--- src/rtl/asram_ctrl.sv ---
module asram_ctrl #(
  parameter int CLK_PERIOD_NS = 20,
  parameter int ADDR_W        = 15,
  parameter int DATA_W        = 8,
  parameter int T_RC_NS       = 55,
  parameter int T_AA_NS       = 55,
  parameter int T_DOE_NS      = 25,
  parameter int T_HZOE_NS     = 20,
  parameter int T_WC_NS       = 55,
  parameter int T_PWE_NS      = 40,
  parameter int T_AW_NS       = 45,
  parameter int T_SD_NS       = 25
) (
  input  logic              clk,
  input  logic              rst,
  input  logic              req_valid,
  input  logic              req_write,
  input  logic [ADDR_W-1:0] req_addr,
  input  logic [DATA_W-1:0] req_wdata,
  output logic              req_ready,
  output logic              rsp_done,
  output logic [DATA_W-1:0] rsp_rdata,
  output logic [ADDR_W-1:0] mem_addr,
  output logic              mem_ce_n,
  output logic              mem_oe_n,
  output logic              mem_we_n,
  output logic [DATA_W-1:0] mem_dq_o,
  output logic              mem_dq_oe,
  input  logic [DATA_W-1:0] mem_dq_i
);

  function automatic int ns2cyc(int ns);
    if (ns <= 0) return 0;
    return (ns + CLK_PERIOD_NS - 1) / CLK_PERIOD_NS;
  endfunction

  function automatic int imax(int a, int b);
    return (a > b) ? a : b;
  endfunction

  localparam int RD_CYC   = imax(1, imax(ns2cyc(T_RC_NS), imax(ns2cyc(T_AA_NS), ns2cyc(T_DOE_NS))));
  localparam int WR_CYC   = imax(1, imax(ns2cyc(T_PWE_NS), imax(ns2cyc(T_AW_NS) - 1, ns2cyc(T_SD_NS) - 1)));
  localparam int HOLD_CYC = imax(1, ns2cyc(T_WC_NS) - WR_CYC - 1);
  localparam int TURN_CYC = imax(1, ns2cyc(T_HZOE_NS));
  localparam int PWE_CYC  = ns2cyc(T_PWE_NS);
  localparam int MAX_CYC  = imax(imax(RD_CYC, WR_CYC), imax(HOLD_CYC, TURN_CYC));
  localparam int CNT_W    = imax(1, $clog2(MAX_CYC + 1));

  typedef enum logic [2:0] {S_IDLE, S_TURN, S_SETUP, S_WRITE, S_HOLD, S_READ} state_t;

  state_t             state;
  logic [CNT_W-1:0]   cnt;
  logic               last_rd;

  assign req_ready = (state == S_IDLE);

  always_ff @(posedge clk) begin
    if (rst) begin
      state     <= S_IDLE;
      cnt       <= '0;
      last_rd   <= 1'b0;
      mem_ce_n  <= 1'b1;
      mem_oe_n  <= 1'b1;
      mem_we_n  <= 1'b1;
      mem_dq_oe <= 1'b0;
      rsp_done  <= 1'b0;
      mem_addr  <= '0;
      mem_dq_o  <= '0;
      rsp_rdata <= '0;
    end else begin
      rsp_done <= 1'b0;
      unique case (state)
        S_IDLE: if (req_valid) begin
          mem_addr <= req_addr;
          if (req_write) begin
            mem_dq_o <= req_wdata;
            last_rd  <= 1'b0;
            if (last_rd) begin
              state <= S_TURN;
              cnt   <= CNT_W'(TURN_CYC - 1);
            end else begin
              state     <= S_SETUP;
              mem_dq_oe <= 1'b1;
            end
          end else begin
            last_rd  <= 1'b1;
            state    <= S_READ;
            mem_ce_n <= 1'b0;
            mem_oe_n <= 1'b0;
            cnt      <= CNT_W'(RD_CYC - 1);
          end
        end
        S_TURN: begin
          if (cnt == '0) begin
            state     <= S_SETUP;
            mem_dq_oe <= 1'b1;
          end else cnt <= cnt - 1'b1;
        end
        S_SETUP: begin
          state    <= S_WRITE;
          mem_ce_n <= 1'b0;
          mem_we_n <= 1'b0;
          cnt      <= CNT_W'(WR_CYC - 1);
        end
        S_WRITE: begin
          if (cnt == '0) begin
            state    <= S_HOLD;
            mem_ce_n <= 1'b1;
            mem_we_n <= 1'b1;
            cnt      <= CNT_W'(HOLD_CYC - 1);
          end else cnt <= cnt - 1'b1;
        end
        S_HOLD: begin
          if (cnt == '0) begin
            state     <= S_IDLE;
            mem_dq_oe <= 1'b0;
            rsp_done  <= 1'b1;
          end else cnt <= cnt - 1'b1;
        end
        S_READ: begin
          if (cnt == '0) begin
            state     <= S_IDLE;
            rsp_rdata <= mem_dq_i;
            mem_ce_n  <= 1'b1;
            mem_oe_n  <= 1'b1;
            rsp_done  <= 1'b1;
          end else cnt <= cnt - 1'b1;
        end
        default: state <= S_IDLE;
      endcase
    end
  end

  logic [CNT_W:0] we_low_run;
  always_ff @(posedge clk) begin
    if (rst) we_low_run <= '0;
    else if (!mem_we_n) we_low_run <= we_low_run + 1'b1;
    else we_low_run <= '0;
  end

  a_r7_bus_only_when_oe_high: assert property (@(posedge clk) disable iff (rst)
    mem_dq_oe |-> mem_oe_n);

  a_r2_read_keeps_we_high: assert property (@(posedge clk) disable iff (rst)
    !mem_oe_n |-> (mem_we_n && !mem_ce_n && !mem_dq_oe));

  a_r4_ce_we_fall_together: assert property (@(posedge clk) disable iff (rst)
    $fell(mem_we_n) |-> ($fell(mem_ce_n) && $past(mem_dq_oe) && $stable(mem_addr)));

  a_r6_data_held_at_we_rise: assert property (@(posedge clk) disable iff (rst)
    $rose(mem_we_n) |-> (mem_dq_oe && $stable(mem_addr) && $stable(mem_dq_o)));

  a_r5_we_pulse_width: assert property (@(posedge clk) disable iff (rst)
    $rose(mem_we_n) |-> (we_low_run >= (CNT_W+1)'(PWE_CYC)));

  a_r3_done_single_cycle: assert property (@(posedge clk) disable iff (rst)
    rsp_done |=> !rsp_done);

endmodule

--- config.mk ---
export PLATFORM = sky130hd
export DESIGN_NAME = asram_ctrl
export DESIGN_NICKNAME = d
export VERILOG_FILES = /design/src/rtl/asram_ctrl.sv
export SDC_FILE = /design/constraint.sdc
export NUM_CORES = 1
export LEC_CHECK = 0
export BUFFER_PORTS_ARGS = -buffer_cell sky130_fd_sc_hd__buf_2
export CAP_MARGIN = 20
export CORE_MARGIN = 1.5
export CORE_UTILIZATION = 43
export DETAILED_ROUTE_END_ITERATION = 10
export GPL_ROUTABILITY_DRIVEN = 1
export PLACE_DENSITY = 0.75
export SYNTH_ARGS = -nofsm -noshare
export SYNTH_HDL_FRONTEND = slang
export SYNTH_SLANG_ARGS = --single-unit
--- constraint.sdc ---
create_clock -name clk -period 1.6 [get_ports clk]
set_clock_uncertainty 0.05 [all_clocks]
set_input_delay 0.32 -clock clk [delete_from_list [all_inputs] [get_ports clk]]
set_output_delay 0.32 -clock clk [all_outputs]
set_load 0.01 [all_outputs]
==> results of run 1 <==
[through the flow]
stage	setup WS, ns	setup TNS (ns)	hold WS, ns
6_report	0.1180	0	0.2015
4_1_cts	0.01234	0	0.1902
3_3_place_gp	0.1058	0	0.3892
5_1_grt	-0.001974	-0.001974	0.1901
2_1_floorplan	0.08092	0	0.3597
3_5_place_dp	0.02820	0	0.3941
[worst min-delay path: cells and delay by family]
kind / cells / cell delay (ns)
buf+inv: 1 / 0.09
simple gates: 1 / 0.04
compound gates: 1 / 0.05
[final cells by class]
type	count	share of cell area
Tap cell	50	0.02714
Timing Repair Buffer	83	0.2041
Inverter	6	0.009772
Clock buffer	7	0.03746
Multi-Input combinational cell	152	0.3512
Sequential cell	42	0.3664
Clock inverter	1	0.003800
[power groups by stage]
stage / clock network (mW) / logic, mW / registers [mW]
after global routing: 0.796 / 1.41 / 1.42
final: 0.715 / 1.27 / 1.39
after CTS: 0.747 / 1.24 / 1.37
after detailed placement: 0 / 1.24 / 1.40
after global placement: 0 / 1.22 / 1.39
after floorplan: 0 / 0.819 / 1.40
[cells in the mapped netlist, types with 2 or more instances]
library cell / count
a21oi_1: 37
a31oi_1: 2
buf_2: 4
buf_6: 4
clkbuf_1: 3
dfxtp_1: 42
ha_1: 3
inv_1: 6
nand2_1: 60
nand3_1: 9
nor2_1: 6
nor2b_1: 2
nor3_1: 2
o21ai_0: 6
o22a_1: 2
or2_2: 2
xor2_1: 2
[routing by layer]
layer	vias up	share of wire	wire (µm)	global-route usage
li1	872	-	-	-
met1	750	0.44	1851	0.2469
met2	60	0.48	2030	0.2963
met3	7	0.057	242	0.07601
met4	0	0.020	85	0.08163
met5	-	0	0	0
[repair_timing]
item / 4_1_cts / 5_1_grt
setup endpoints to repair: 0 / 12
resized for setup: 0 / 9
setup buffers: 0 / 0
[how the worst min path moves through the flow]
| stage | start | to | slack (ns) | cells past startpoint |
|---|---|---|---|---|
| 2_1_floorplan | rst | state[1] | 0.36 | 1 |
| 3_3_place_gp | mem_addr[6] | mem_addr[6] | 0.39 | 2 |
| 3_5_place_dp | mem_addr[10] | mem_addr[10] | 0.39 | 2 |
| 4_1_cts | req_addr[12] | mem_addr[12] | 0.19 | 3 |
| 5_1_grt | mem_dq_i[5] | rsp_rdata[5] | 0.19 | 3 |
| 6_report | mem_dq_i[0] | rsp_rdata[0] | 0.20 | 3 |
[kinds of logic (layout without fill, tap and decap cells)]
kind of cell / count (synthesis) / in the layout
XOR/XNOR: 2 / 2
buffers and inverters: 19 / 97
AO/OA/AOI/OAI: 57 / 57
AND/OR/NAND/NOR: 90 / 90
adder cells (fa/ha/maj): 3 / 3
flip-flops: 42 / 42
[sequential cells by signal, indices dropped and copies added, names as in the netlist]
register   count
mem_ce_n       1
mem_dq_o       8
mem_dq_oe      1
mem_addr      15
mem_we_n       1
cnt            2
mem_oe_n       1
last_rd        1
rsp_done       1
state          3
rsp_rdata      8
==> results.yml, run 1 <==
drt:
  wl_per_cell_um: 12.35
  num_vias: 1689
  wl_um: 4210
  drtAntennaViolNets: 0
  vias_per_cell: 4.953
  dr.first_iter.drc_count: 86
  drtPass1Iterations: 4
  route.detailed.drc: 0
timing:
  max-slew-margin-rel: 0.7687
  worst_slew_pin_slew_ns: 0.3382
  rsz0062_at_grt: "yes"
  fmax_mhz: 674.7
  hold_viol_final: 0
  setup_viol: 0
  slew_viol_final: 0
  min_period_over_period: 0.9263
  finalCriticalPeriod_ns: 1.482
layout:
  layout.cells.most_common: "buf_2"
  drive_gt1_frac: 0.3540
  ff_latch_area_um2: 844.6
  layout.cells.non_filler: 341
  multi_input_area_um2: 809.5
  n_antenna_cell: 0
  final_area_um2: 2305
  final_util: 0.5803
  fill_cells: 370
  area_growth_pct: 31.29
  fin_nets: 328
  layout_common_cells: "buf_2, nand2_1, dfxtp_1, a21oi_1, buf_4"
setup_path:
  timing.rr.end: "cnt[1]"
  cp_slowest_stage_delay_ns: 0.42
  r2r-start: "state[0]"
  path_cells: "buf_4 -> nor2_2 -> nand2_1 -> a311o_1 -> a21oi_1"
  startpoint: "state[0]"
  critPathKind: "reg -> reg"
  cp.depth: 5
  critPathTopFamily: "flip-flops"
  crit_arrival_ns: 1.66
  crit_fanout: 8
  crit_buf_inv: 1
  reg2reg_slack_ns: 0.12
  critPathRequiredTime_ns: 1.78
  cp-end-kind: "flop"
  startpoint_type: "flop"
  critPathCapture: "cnt[1]"
  ff2ff_path_depth: 5
  critPathSlowestCell: "dfxtp_1"
place:
  dp.cells: 333
  place_congestion: 0.8573
  hpwl_um: 2980
  dpl_cell_area_um2: 2190
  port_buffers: 71
power_and_ir_drop:
  power.switching_mw: 1.211
  p_clk_frac: 0.212
  finalPower_mw: 3.381
  pwr-share-comb: 0.377
  power.internal_mw: 2.169
  ir_worst_vdd_uv: 655.9
  power_density_nw_per_um2: 1467
  power_switching_share: 0.3583
  seq_power_share: 0.412
  leakage_nw: 1.050
global_route:
  grt-ovfl-total: 0
  grt_antenna_before_repair: 0
  grt_pass1_wl_um: 6465
  grt_pass1_vias: 1384
  grt_start_max_net_pins: 21
  track_usage: 0.1957
logic_synthesis:
  synth_edf_count: 0
  synthAdderAreaFrac: 0.02138
  netlist_top_cells_area: "dfxtp_1, nand2_1, a21oi_1"
  ys_warn_count: 0
  seq_area_frac_synth: 0.4790
  synthFlopType: "dfxtp_1"
  synth_area_um2: 1755
  netlist_instances: 213
  yosysTopAreaCellShare: 0.4790
  synth-seq-cells: 42
  ys_types: 38
  synth_top_family_by_area: "simple AND/OR/NAND/NOR gates"
  synthSimpleGateAreaFrac: 0.2324
  yosys.area.top_type: "dfxtp_1"
  syn_nets: 251
  synth_mux_area_frac: 0
  ys_async_sr_fraction: 0
  synth_xor_xnor_area_share: 0.009979
  synth.avg_cell_area_um2: 8.241
  synth_compound_area_frac: 0.1882
die:
  coreArea_um2: 3971
  initial_core_util: 0.4420
  die_h_um: 66.90
  row_count: 23
  die_area_um2: 4475
  die_x_um: 66.90
  io_pins: 72
clock_network:
  cts_made_buffers: 5
  path_clk_slew_ns: 0.08
  ctsHoldBuffers: 0
  insertion_delay_ns: 0.30
  clock_sinks: 42
  clock_path_buffers: 2
  cts_tree: "yes"
  root_buffer: "clkbuf_8"
  htree_levels: 2
run:
  drv_cap: 0
run_status:
  status: "complete, no violations"
min_path:
  min_path_type: "in -> reg"
Note: power is estimated with default switching activity, not from simulation.
==> inputs of run 2 (changes only) <==
--- a/config.mk
+++ b/config.mk
@@ -12,6 +12,7 @@
 export DETAILED_ROUTE_END_ITERATION = 10
 export GPL_ROUTABILITY_DRIVEN = 1
 export PLACE_DENSITY = 0.75
+export RECOVER_POWER = 25
 export SYNTH_ARGS = -nofsm -noshare
 export SYNTH_HDL_FRONTEND = slang
 export SYNTH_SLANG_ARGS = --single-unit
==> run 2 against run 1 <==
  * Combinational power about the same
  * Critical endpoint unchanged
  * Critical path type unchanged
  * Cell area barely moved
  * First-iteration DRC count unchanged
  * Largest cell class unchanged
==> results.yml, run 2 (synthesis results as in run 1) <==
run_status:
  status: "complete, no violations"
layout:
  largest_reg_flops: 15
  fin_nets: 328
  top_regs: "mem_addr x15, mem_dq_o x8, rsp_rdata x8"
  n_antenna_cell: 0
  fill_cells: 371
  final_area_um2: 2303
  top_register: "mem_addr"
  area_growth_pct: 31.22
  layout_common_cells: "buf_2, nand2_1, dfxtp_1, a21oi_1, buf_4"
  final_util: 0.5800
  layout.cells.non_filler: 341
  drive_gt1_frac: 0.3505
  layout.cells.most_common: "buf_2"
drt:
  num_vias: 1689
  vias_per_cell: 4.953
  dr.first_iter.drc_count: 86
  drt-met1-wl_um: 1850
  route.detailed.drc: 0
  wl_met3_um: 243
  drtPass1Iterations: 4
  wl_um: 4210
  drtAntennaViolNets: 0
  dr.max_layer_used: "met4"
  wl_per_cell_um: 12.35
  routed-wl-met2_um: 2030
timing:
  max-slew-margin-rel: 0.7687
  worst_slew_pin_slew_ns: 0.3382
  rsz0062_at_grt: "yes"
  worst_slack_ns: 0.1180
  setup_viol: 0
  fin_tns_setup_ns: 0
  slew_viol_final: 0
  min_period_over_period: 0.9262
  hold_viol_final: 0
  fin_hold_ws_ns: 0.2015
  finalCriticalPeriod_ns: 1.482
  fmax_mhz: 674.8
setup_path:
  crit_arrival_ns: 1.66
  startpoint_type: "flop"
  crit_fanout: 8
  critPathRequiredTime_ns: 1.78
  crit_buf_inv: 1
  critPathTopFamily: "flip-flops"
  path_cells: "buf_4 -> nor2_2 -> nand2_1 -> a311o_1 -> a21oi_1"
  cp_slowest_stage_delay_ns: 0.42
  critPathKind: "reg -> reg"
  cp-end-kind: "flop"
  critPathSlowestCell: "dfxtp_1"
place:
  hpwl_um: 2980
  dpl_cell_area_um2: 2190
  dp.cells: 333
  place_congestion: 0.8573
  port_buffers: 71
  post-place-ws_ns: 0.02820
global_route:
  grt_pass1_vias: 1384
  track_usage: 0.1957
  grt_start_max_net_pins: 21
  grt-ovfl-total: 0
  grt_antenna_before_repair: 0
  grt_pass1_wl_um: 6465
clock_network:
  clock_path_buffers: 2
  ctsHoldBuffers: 0
  root_buffer: "clkbuf_8"
  cts_setup_buffers: 0
  htree_levels: 2
  cts_made_buffers: 5
  path_clk_slew_ns: 0.08
  insertion_delay_ns: 0.30
  clock_sinks: 42
  cts_resized: 0
  cts_tree: "yes"
die:
  initial_core_util: 0.4420
  io_pins: 72
  die_area_um2: 4475
  die_x_um: 66.90
  die_h_um: 66.90
  coreArea_um2: 3971
  row_count: 23
run:
  drv_cap: 0
power_and_ir_drop:
  ir_worst_vdd_uv: 655.8
  power_density_nw_per_um2: 1467
  finalPower_mw: 3.380
  leakage_nw: 1.045
min_path:
  min_path_type: "in -> reg"
## run 2: cell count changes in the layout (fill, tap and decap cells not counted)
| cell | previous run | this run |
|---|---|---|
| clkbuf_1 | 1 | 2 |
| buf_2 | 71 | 70 |
## run 2: worst paths after layout
check                     from      endpoint  slack (ns)  cells past startpoint
hold reg to reg   mem_addr[11]  mem_addr[11]        0.40                      2
setup / recovery      state[0]        cnt[1]        0.12                      5
setup reg to reg      state[0]        cnt[1]        0.12                      5
hold / removal     mem_dq_i[0]  rsp_rdata[0]        0.20                      3
## run 2: layer usage
metal,up-vias,global-route usage
met4,0,0.08163
li1,872,-
met3,7,0.07601
met1,750,0.2469
met5,-,0
met2,60,0.2963
## run 2: cell type report
type                       count  area [µm²]  area share
sequential                    42       844.6      0.3666
multi-input combinational    152       809.5      0.3514
timing repair buffer          83       469.2      0.2037
clock buffer                   7       86.33     0.03748
tap                           50       62.56     0.02716
inverter                       6       22.52    0.009777
clock inverter                 1       8.758    0.003802
## run 2: report_power, final
part | switching, mW | internal, mW
Clock | 0.359 | 0.356
Combinational | 0.692 | 0.581
Sequential | 0.160 | 1.23
## run 2: tightest hold or removal path: cells and delay by family
kind / cells / cell delay (ns)
buffers and inverters: 1 / 0.09
AOI/OAI and AO/OA: 1 / 0.05
and+or+nand+nor: 1 / 0.04
==> inputs of run 3 (changes only) <==
--- a/config.mk
+++ b/config.mk
@@ -8,10 +8,10 @@
 export BUFFER_PORTS_ARGS = -buffer_cell sky130_fd_sc_hd__buf_2
 export CAP_MARGIN = 20
 export CORE_MARGIN = 1.5
-export CORE_UTILIZATION = 43
+export CORE_UTILIZATION = 47
 export DETAILED_ROUTE_END_ITERATION = 10
 export GPL_ROUTABILITY_DRIVEN = 1
-export PLACE_DENSITY = 0.75
+export PLACE_DENSITY = 0.78
 export RECOVER_POWER = 25
 export SYNTH_ARGS = -nofsm -noshare
 export SYNTH_HDL_FRONTEND = slang
==> constraint.sdc (replaced) <==
create_clock -name clk -period 1.58 [get_ports clk]
set_clock_uncertainty 0.05 [all_clocks]
set_input_delay 0.316 -clock clk [delete_from_list [all_inputs] [get_ports clk]]
set_output_delay 0.316 -clock clk [all_outputs]
set_load 0.01 [all_outputs]
==> run 3 against run 2 <==
  * Clock power rose by 18%
  * Setup slack got worse by 0.040 ns
  * Utilization rose by 5.4 points
  * Via count rose by 0.12%
  * Cell area hardly changed
  * Critical path type unchanged
  * Highest routed layer unchanged
==> results.yml, run 3 (synthesis results as in run 1) <==
clock_network:
  clock_path_buffers: 2
  insertion_delay_ns: 0.29
  htree_levels: 2
  cts_tree: "yes"
  root_buffer: "clkbuf_8"
  path_clk_slew_ns: 0.08
  clock_sinks: 42
  ctsHoldBuffers: 0
  cts_made_buffers: 5
drt:
  drtPass1Iterations: 4
  vias_per_cell: 4.988
  num_vias: 1691
  route.detailed.drc: 0
  wl_um: 4118
  dr.first_iter.drc_count: 73
  drtAntennaViolNets: 0
  wl_per_cell_um: 12.15
layout:
  layout.cells.most_common: "nand2_1"
  fin_nets: 328
  fill_cells: 330
  area_growth_pct: 31.15
  n_antenna_cell: 0
  layout_common_cells: "nand2_1, buf_2, dfxtp_1, a21oi_1, clkbuf_1"
  top_register: "mem_addr"
  drive_gt1_frac: 0.2852
  top_regs: "mem_addr x15, mem_dq_o x8, rsp_rdata x8"
  layout.cells.non_filler: 339
  final_area_um2: 2302
  largest_reg_flops: 15
min_path:
  holdPathEnd: "mem_addr[10]"
  hold_depth: 3
  min_from: "req_addr[10]"
  min_path_type: "in -> reg"
die:
  row_count: 22
  initial_core_util: 0.4831
  coreArea_um2: 3633
  io_pins: 72
  die_x_um: 64.12
  die_area_um2: 4111
  die_h_um: 64.12
global_route:
  grt_pass1_vias: 1508
  grt_antenna_before_repair: 0
  track_usage: 0.2017
  grt-ovfl-total: 0
  grt_start_max_net_pins: 23
  grt_pass1_wl_um: 6486
setup_path:
  critPathKind: "reg -> reg"
  cp-end-kind: "flop"
  startpoint_type: "flop"
  critPathSlowestCell: "a311o_1"
  path_cells: "inv_1 -> ha_1 -> nor2_1 -> o21ai_0 -> a311o_1 -> a21oi_1"
  reg2reg_slack_ns: 0.08
  crit_arrival_ns: 1.67
  cp.depth: 6
  critPathRequiredTime_ns: 1.75
  cp_slowest_stage_delay_ns: 0.37
  timing.rr.end: "cnt[1]"
  r2r-start: "cnt[0]"
  critPathTopFamily: "compound AO/OA/AOI/OAI gates"
  crit_fanout: 3
  ff2ff_path_depth: 6
  crit_buf_inv: 1
timing:
  finalCriticalPeriod_ns: 1.502
  min_period_over_period: 0.9505
  setup_viol: 0
  fin_tns_setup_ns: 0
  rsz0062_at_grt: "no"
  max-slew-margin-rel: 0.7209
  fmax_mhz: 665.9
  slew_viol_final: 0
  hold_viol_final: 0
  worst_slew_pin_slew_ns: 0.4187
place:
  place_congestion: 0.8495
  port_buffers: 71
  dpl_cell_area_um2: 2187
  dp.cells: 331
  hpwl_um: 2896
power_and_ir_drop:
  ir_worst_vdd_uv: 739.9
  power_density_nw_per_um2: 1548
  leakage_nw: 0.9803
run:
  drv_cap: 0
run_status:
  status: "complete, no violations"
run 3: worst min-delay path: cells and delay by family:
family / cells / cell delay, ns
compound gates: 1 / 0.05
buf+inv: 1 / 0.09
simple gates: 1 / 0.05
run 3: through the flow:
stage	hold slack, ns	setup slack [ns]	total power [mW]	util
6_report	0.2000	0.07820	3.563	0.6336
3_5_place_dp	0.3930	0.05686	2.699	0.6019
2_1_floorplan	0.3557	0.06092	2.248	-
3_3_place_gp	0.3889	0.07834	2.674	0.6019
4_1_cts	0.1936	0.03347	3.543	0.6336
5_1_grt	0.1930	0.003476	3.790	0.6336
run 3: layer usage:
| metal | track usage | part of all wire |
|---|---|---|
| met1 | 0.2403 | 0.45 |
| met4 | 0.09043 | 0.019 |
| met5 | 0 | 0 |
| met3 | 0.05458 | 0.057 |
| met2 | 0.3385 | 0.48 |
run 3: final cells by class:
cell class              count  area, µm²  area share
inverters                   6      22.52    0.009783
flip-flops and latches     42      844.6      0.3668
repair buffers             83      446.7      0.1940
clock buffers               6      72.57     0.03152
well taps                  48      60.06     0.02609
clock inverters             2      37.54     0.01630
multi-input cells         152      818.3      0.3554
run 3: repair_timing:
item | CTS | global route
setup buffers | 0 | 0
setup endpoints to repair | 1 | 11
resized for setup | 1 | 9
gates cloned | 0 | 0
run 3: worst max-delay path by stage:
stage | from | end | slack (ns)
after floorplan | cnt[0] | rsp_rdata[0] | 0.06
after global placement | state[1] | rsp_rdata[6] | 0.08
after detailed placement | cnt[0] | rsp_rdata[0] | 0.06
final | cnt[0] | cnt[1] | 0.08
after global routing | cnt[0] | cnt[1] | 0.003
after CTS | state[1] | cnt[1] | 0.03
run 3: power breakdown:
| part | total, mW | switching, mW | internal, mW |
|---|---|---|---|
| sequential | 1.39 | 0.146 | 1.25 |
| clock | 0.841 | 0.370 | 0.471 |
| combinational | 1.33 | 0.732 | 0.597 |
